--- config.mk ---
export PLATFORM = sky130hd
export DESIGN_NAME = tod_counter
export DESIGN_NICKNAME = d
export VERILOG_FILES = /design/src/rtl/tod_pkg.sv /design/src/rtl/tod_ctrl.sv /design/src/rtl/tod_datapath.sv /design/src/rtl/tod_counter.sv
export SDC_FILE = /design/constraint.sdc
export NUM_CORES = 1
export LEC_CHECK = 0
export ABC_AREA = 1
export BUFFER_PORTS_ARGS = -buffer_cell sky130_fd_sc_hd__buf_2
export CAP_MARGIN = 20
export CORE_MARGIN = 2
export CORE_UTILIZATION = 24
export DETAILED_ROUTE_END_ITERATION = 6
export PLACE_DENSITY = 0.44
export SKIP_LAST_GASP = 1
export SYNTH_ARGS = -nofsm -noshare
export SYNTH_HDL_FRONTEND = slang
export SYNTH_SLANG_ARGS = --single-unit
--- constraint.sdc ---
create_clock -name clk -period 8.85 [get_ports clk]
set_clock_uncertainty 0.2 [all_clocks]
set_input_delay 0.4425 -clock clk [delete_from_list [all_inputs] [get_ports clk]]
set_output_delay 0.4425 -clock clk [all_outputs]
set_load 0.01 [all_outputs]
--- src/rtl/tod_pkg.sv ---
package tod_pkg;

  localparam int REG_W  = 32;
  localparam int TIME_W = 2 * REG_W;

  typedef enum logic [1:0] {
    SPEED_40G  = 2'd0,
    SPEED_10G  = 2'd1,
    SPEED_1G   = 2'd2,
    SPEED_100M = 2'd3
  } linkSpeed_e;

  typedef enum logic [1:0] {
    ADDR_TIME_LO = 2'd0,
    ADDR_TIME_HI = 2'd1,
    ADDR_INC_LO  = 2'd2,
    ADDR_INC_HI  = 2'd3
  } regAddr_e;

  typedef struct packed {
    logic timeLoad;
    logic incLoad;
    logic incDefault;
    logic rdTimeLo;
    logic rdTimeHi;
    logic rdIncLo;
    logic rdIncHi;
    logic advance;
  } todStrobe_t;

  function automatic logic [TIME_W-1:0] defaultInc(input logic [1:0] speed);
    logic [TIME_W-1:0] v;
    case (speed)
      SPEED_40G: v = 64'h0000_0001_9999_9999;
      SPEED_10G: v = 64'h0000_0003_3333_3333;
      SPEED_1G:  v = 64'h0000_0020_0000_0000;
      default:   v = '0;
    endcase
    return v;
  endfunction

endpackage

--- src/rtl/tod_ctrl.sv ---
module tod_ctrl
  import tod_pkg::*;
#(
  parameter int WORD_W = REG_W
) (
  input  logic                clk,
  input  logic                rstN,
  input  logic                runEn,
  input  logic [1:0]          linkSpeed,
  input  logic                loadDefault,
  input  logic                regWr,
  input  logic                regRd,
  input  logic [1:0]          regAddr,
  input  logic [WORD_W-1:0]   regWdata,
  output todStrobe_t          strobe,
  output logic [2*WORD_W-1:0] timeLoadVal,
  output logic [2*WORD_W-1:0] incLoadVal
);

  logic [WORD_W-1:0] pendTimeLo;
  logic [WORD_W-1:0] pendIncLo;
  logic              wrTimeLo, wrTimeHi, wrIncLo, wrIncHi;
  logic              speedOk;

  assign wrTimeLo = regWr && (regAddr == ADDR_TIME_LO);
  assign wrTimeHi = regWr && (regAddr == ADDR_TIME_HI);
  assign wrIncLo  = regWr && (regAddr == ADDR_INC_LO);
  assign wrIncHi  = regWr && (regAddr == ADDR_INC_HI);
  assign speedOk  = (linkSpeed != SPEED_100M);

  // Pending low halves: held until the matching high write commits them.
  always_ff @(posedge clk) begin
    if (!rstN) begin
      pendTimeLo <= '0;
      pendIncLo  <= '0;
    end else begin
      if (wrTimeLo) pendTimeLo <= regWdata;
      if (wrIncLo)  pendIncLo  <= regWdata;
    end
  end

  assign timeLoadVal = {regWdata, pendTimeLo};
  assign incLoadVal  = {regWdata, pendIncLo};

  always_comb begin
    strobe            = '0;
    strobe.timeLoad   = wrTimeHi;
    strobe.incLoad    = wrIncHi;
    strobe.incDefault = loadDefault && !wrIncHi;
    strobe.rdTimeLo   = regRd && (regAddr == ADDR_TIME_LO);
    strobe.rdTimeHi   = regRd && (regAddr == ADDR_TIME_HI);
    strobe.rdIncLo    = regRd && (regAddr == ADDR_INC_LO);
    strobe.rdIncHi    = regRd && (regAddr == ADDR_INC_HI);
    // A time load on the same tick overrides the increment.
    strobe.advance    = runEn && speedOk && !wrTimeHi;
  end

endmodule

--- src/rtl/tod_datapath.sv ---
module tod_datapath
  import tod_pkg::*;
#(
  parameter int WORD_W = REG_W
) (
  input  logic                clk,
  input  logic                rstN,
  input  todStrobe_t          strobe,
  input  logic [1:0]          linkSpeed,
  input  logic [2*WORD_W-1:0] timeLoadVal,
  input  logic [2*WORD_W-1:0] incLoadVal,
  output logic [WORD_W-1:0]   regRdata,
  output logic [2*WORD_W-1:0] timeNow,
  output logic [2*WORD_W-1:0] incNow
);

  localparam int FULL_W = 2 * WORD_W;

  logic [FULL_W-1:0] timeReg;
  logic [FULL_W-1:0] incReg;
  logic [WORD_W-1:0] fracReg;
  logic [WORD_W-1:0] shadowHi;
  logic [WORD_W-1:0] rdReg;

  logic [WORD_W:0]   fracSum;
  logic [FULL_W-1:0] timeStep;

  assign fracSum  = {1'b0, fracReg} + {1'b0, incReg[WORD_W-1:0]};
  assign timeStep = {{WORD_W{1'b0}}, incReg[FULL_W-1:WORD_W]}
                  + {{(FULL_W-1){1'b0}}, fracSum[WORD_W]};

  // Time and fraction accumulator.
  always_ff @(posedge clk) begin
    if (!rstN) begin
      timeReg <= '0;
      fracReg <= '0;
    end else if (strobe.timeLoad) begin
      timeReg <= timeLoadVal;
      fracReg <= '0;
    end else if (strobe.advance) begin
      timeReg <= timeReg + timeStep;
      fracReg <= fracSum[WORD_W-1:0];
    end
  end

  // Active increment.
  always_ff @(posedge clk) begin
    if (!rstN) begin
      incReg <= defaultInc(SPEED_40G);
    end else if (strobe.incLoad) begin
      incReg <= incLoadVal;
    end else if (strobe.incDefault) begin
      incReg <= defaultInc(linkSpeed);
    end
  end

  // Read path with coherent capture of the upper time word.
  always_ff @(posedge clk) begin
    if (!rstN) begin
      shadowHi <= '0;
      rdReg    <= '0;
    end else begin
      if (strobe.rdTimeLo) begin
        rdReg    <= timeReg[WORD_W-1:0];
        shadowHi <= timeReg[FULL_W-1:WORD_W];
      end else if (strobe.rdTimeHi) begin
        rdReg <= shadowHi;
      end else if (strobe.rdIncLo) begin
        rdReg <= incReg[WORD_W-1:0];
      end else if (strobe.rdIncHi) begin
        rdReg <= incReg[FULL_W-1:WORD_W];
      end
    end
  end

  assign regRdata = rdReg;
  assign timeNow  = timeReg;
  assign incNow   = incReg;

endmodule

--- src/rtl/tod_counter.sv ---
module tod_counter
  import tod_pkg::*;
#(
  parameter int WORD_W = REG_W
) (
  input  logic              clk,
  input  logic              rstN,
  input  logic              runEn,
  input  logic [1:0]        linkSpeed,
  input  logic              loadDefault,
  input  logic              regWr,
  input  logic              regRd,
  input  logic [1:0]        regAddr,
  input  logic [WORD_W-1:0] regWdata,
  output logic [WORD_W-1:0] regRdata
);

  localparam int FULL_W = 2 * WORD_W;

  todStrobe_t        strobe;
  logic [FULL_W-1:0] timeLoadVal;
  logic [FULL_W-1:0] incLoadVal;
  logic [FULL_W-1:0] timeNow;
  logic [FULL_W-1:0] incNow;

  tod_ctrl #(.WORD_W(WORD_W)) u_ctrl (
    .clk(clk), .rstN(rstN), .runEn(runEn), .linkSpeed(linkSpeed),
    .loadDefault(loadDefault), .regWr(regWr), .regRd(regRd),
    .regAddr(regAddr), .regWdata(regWdata), .strobe(strobe),
    .timeLoadVal(timeLoadVal), .incLoadVal(incLoadVal)
  );

  tod_datapath #(.WORD_W(WORD_W)) u_dp (
    .clk(clk), .rstN(rstN), .strobe(strobe), .linkSpeed(linkSpeed),
    .timeLoadVal(timeLoadVal), .incLoadVal(incLoadVal),
    .regRdata(regRdata), .timeNow(timeNow), .incNow(incNow)
  );

endmodule

==> results.sh <==
export IMPL_outcome="completed"
export IMPL_syn_to_final_growth_pct=15.0
export IMPL_drive_above_1_share_pct=7.17
export IMPL_root_buffer="clkbuf_16"
export IMPL_core_sq_um=74100
export IMPL_insertion_delay_ns=0.56
export IMPL_rsz0062_at_grt="false"
export IMPL_peakVddDrop_mv=0.100
export IMPL_synth_adder_area_share_pct=4.99
export IMPL_layout_commonest_cell="nand2_1"
export IMPL_yosys_warnings=0
export IMPL_hold_depth=3
export IMPL_p_per_area_nw_per_um2=171
export IMPL_hold_viol_final=0
export IMPL_clock_fmax_mhz=170
export IMPL_drt_initial_drc_count=1469
export IMPL_synth_mux_area_share_pct=0
export IMPL_io_buffers=73
export IMPL_seq_area_sq_um=5770
export IMPL_synth_compound_area_share_pct=19.9
export IMPL_period_share_pct=66.5
export IMPL_drc=0
export IMPL_via_per_inst=4.78
export IMPL_antenna_found_initial=1
export IMPL_synth_fp_nets=2911
export IMPL_cts_made_buffers=37
export IMPL_ys_ff_latch=288
export IMPL_critPathCaptureType="flop"
export IMPL_syn_area_sq_um=17900
export IMPL_route_antenna_remaining_nets=0
export IMPL_clk_pin_slew_ns=0.06
export IMPL_r2r_start="u_dp.incNow[0]$_SDFFE_PN1P_"
export IMPL_wl_um=74500
export IMPL_critPathLaunch="u_dp.incNow[0]$_SDFFE_PN1P_"
export IMPL_final_area_sq_um=20500
export IMPL_ctsHoldBuffers=5
export IMPL_max_stage_delay_ns=0.37
export IMPL_place_inst=3753
export IMPL_path_class="flop to flop"
export IMPL_cts_sinks=288
export IMPL_grt_util_all_layers_pct=19.0
export IMPL_crit_top_cell="nand2_1"
export IMPL_critical_path_arrival_ns=6.09
export IMPL_synth_cell_types=46
export IMPL_grt_first_pass_wirelength_um=111000
export IMPL_place_congestion=0.944
export IMPL_htreeDepth=2
export IMPL_cp_endpoint="u_dp.timeNow[61]$_SDFFE_PN0P_"
export IMPL_setup_viol=0
export IMPL_worst_r2r_setup_slack_ns=2.97
export IMPL_hp_class="input port to flop"
export IMPL_crit_fanout=5
export IMPL_multiInputGateArea_sq_um=10100
export IMPL_synth_top_family_by_area="simple AND/OR/NAND/NOR gates"
export IMPL_first_pass_iters=6
export IMPL_wl_per_cell_um=19.4
export IMPL_synth_xor_area_share_pct=3.04
export IMPL_post_cts_setup_buffers=0
export IMPL_layout_common_cells="nand2_1, inv_1, dfxtp_1, a21oi_1, nor2_1"
export IMPL_grt_max_degree=77
export IMPL_die_area_sq_um=76600
export IMPL_ys_seq_area_share_pct=32.3
export IMPL_cap_violations=0
export IMPL_synth_area_per_cell_sq_um=6.38
export IMPL_tightest_slew_ns=1.11
export IMPL_placed_area_sq_um=19200
export IMPL_power_leakage_nw=9.38
export IMPL_fin_cells=3828
export IMPL_reg2reg_depth=30
export IMPL_tns_ns=0
export IMPL_dr_total_vias=18294
export IMPL_io_pins=74
export IMPL_fp_dieH_um=277
export IMPL_grt_pass1_vias=17511
export IMPL_yosys_area_share_simple_pct=28.2
export IMPL_slew_violations=0
export IMPL_n_fill_cell=8462
export IMPL_cp_required_ns=9.06
export IMPL_start_util_pct=24.1
export IMPL_dp_hpwl_um=56500
export IMPL_cts_buffer_depth=3
export IMPL_ctsResizeCount=0
export IMPL_die_w_um=277
export IMPL_cpMaxStageDelayCell="nor4_1"
export IMPL_rows=100
export IMPL_gr_total_overflow=0
export IMPL_max_slew_margin_pct=26.1
export IMPL_synth_cells=2799
export IMPL_worstSetupStartpointType="flop"
export IMPL_r2r_end="u_dp.timeNow[61]$_SDFFE_PN0P_"
export IMPL_period_needed_ns=5.88
export IMPL_tritoncts="done"
export IMPL_fin_nets=2941
-- metal layers --
metal | part of all wire (%) | vias to the layer above | global-route usage [%]
met1 | 47 | 8552 | 26.2
met3 | 4.9 | 99 | 2.35
li1 | - | 9179 | -
met5 | 0 | - | 0
met2 | 45 | 464 | 31.2
met4 | 2.5 | 0 | 4.97
-- cells in the mapped netlist (all sizes together) --
library cell	instances	area share, %
o21ai	223	6.2
or2	9	0.32
o22ai	17	0.60
o2111ai	1	0.049
a221oi	32	1.6
xnor2	7	0.34
nor3	35	1.1
nor4	11	0.54
a31oi	20	0.70
clkbuf	81	1.7
nand2	721	15
ha	68	4.8
dfxtp	288	32
o21bai	5	0.21
nand4	25	0.91
a31o	1	0.049
a21o	3	0.13
inv	432	9.1
nor2	266	5.8
a21oi	266	7.5
a22o	11	0.54
and2	2	0.070
o221ai	18	0.88
buf	23	0.74
fa	2	0.22
nand3b	7	0.29
o21a	5	0.21
o211ai	29	1.2
xor2	55	2.7
and3	1	0.035
nand3	135	4.0
-- layout make-up --
type	count	area share, %
Timing Repair Buffer	95	2.69
Multi-Input combinational cell	1975	49.1
Sequential cell	288	28.1
Tap cell	969	5.90
Antenna cell	1	0.0122
Inverter	432	7.91
Clock buffer	53	5.40
Clock inverter	15	0.938
-- logic make-up after synthesis --
family,count (synthesis)
fa+ha+maj,70
buf+inv,536
simple gates,1212
flops,288
compound gates,631
xor+xnor,62
-- where the power goes --
group	internal, W	total (W)	leakage (nW)	switching [W]
clock network	0.000993	0.00164	0.643	0.000646
registers	0.00136	0.00142	2.36	0.0000539
logic	0.000135	0.000458	6.38	0.000322
total	0.00249	0.00351	9.38	0.00102
-- worst min-delay path by stage --
stage | start | slack, ns | endpoint
3_5_place_dp | u_ctrl.pendIncLo[26]$_SDFFE_PN0P_ | 0.24 | u_ctrl.pendIncLo[26]$_SDFFE_PN0P_
2_1_floorplan | u_ctrl.pendIncLo[26]$_SDFFE_PN0P_ | 0.22 | u_ctrl.pendIncLo[26]$_SDFFE_PN0P_
3_3_place_gp | u_ctrl.pendIncLo[2]$_SDFFE_PN0P_ | 0.23 | u_ctrl.pendIncLo[2]$_SDFFE_PN0P_
6_report | regWdata[9] | 0.04 | u_dp.incNow[41]$_SDFFE_PN0P_
5_1_grt | regWdata[11] | 0.02 | u_dp.incNow[43]$_SDFFE_PN0P_
4_1_cts | regWdata[9] | 0.005 | u_dp.incNow[41]$_SDFFE_PN0P_
-- critical path: cells and delay by family (launching register included) --
family / cells / cell delay [ns]
simple gates: 22 / 3.25
fa+ha+maj: 5 / 1.26
compound gates: 3 / 0.68
flops: 1 / 0.34
-- flip-flops by register name (all words and copies together) (netlist names) --
name and cells:
u_dp.incNow 64, u_dp.shadowHi 32, u_dp.regRdata 32, u_ctrl.pendIncLo 32
u_dp.fracReg 32, u_dp.timeNow 64, u_ctrl.pendTimeLo 32
-- metrics by stage --
stage / hold slack (ns) / util (%) / worst slack, ns / total power [W]
2_1_floorplan: 0.224 / - / 4.38 / 0.00171
3_3_place_gp: 0.233 / 25.9 / 3.00 / 0.00190
3_5_place_dp: 0.237 / 25.9 / 2.99 / 0.00190
4_1_cts: 0.00526 / 27.7 / 2.98 / 0.00355
5_1_grt: 0.0249 / 27.7 / 2.42 / 0.00366
6_report: 0.0352 / 27.7 / 2.97 / 0.00351
Power figures use the tool's default switching activity.
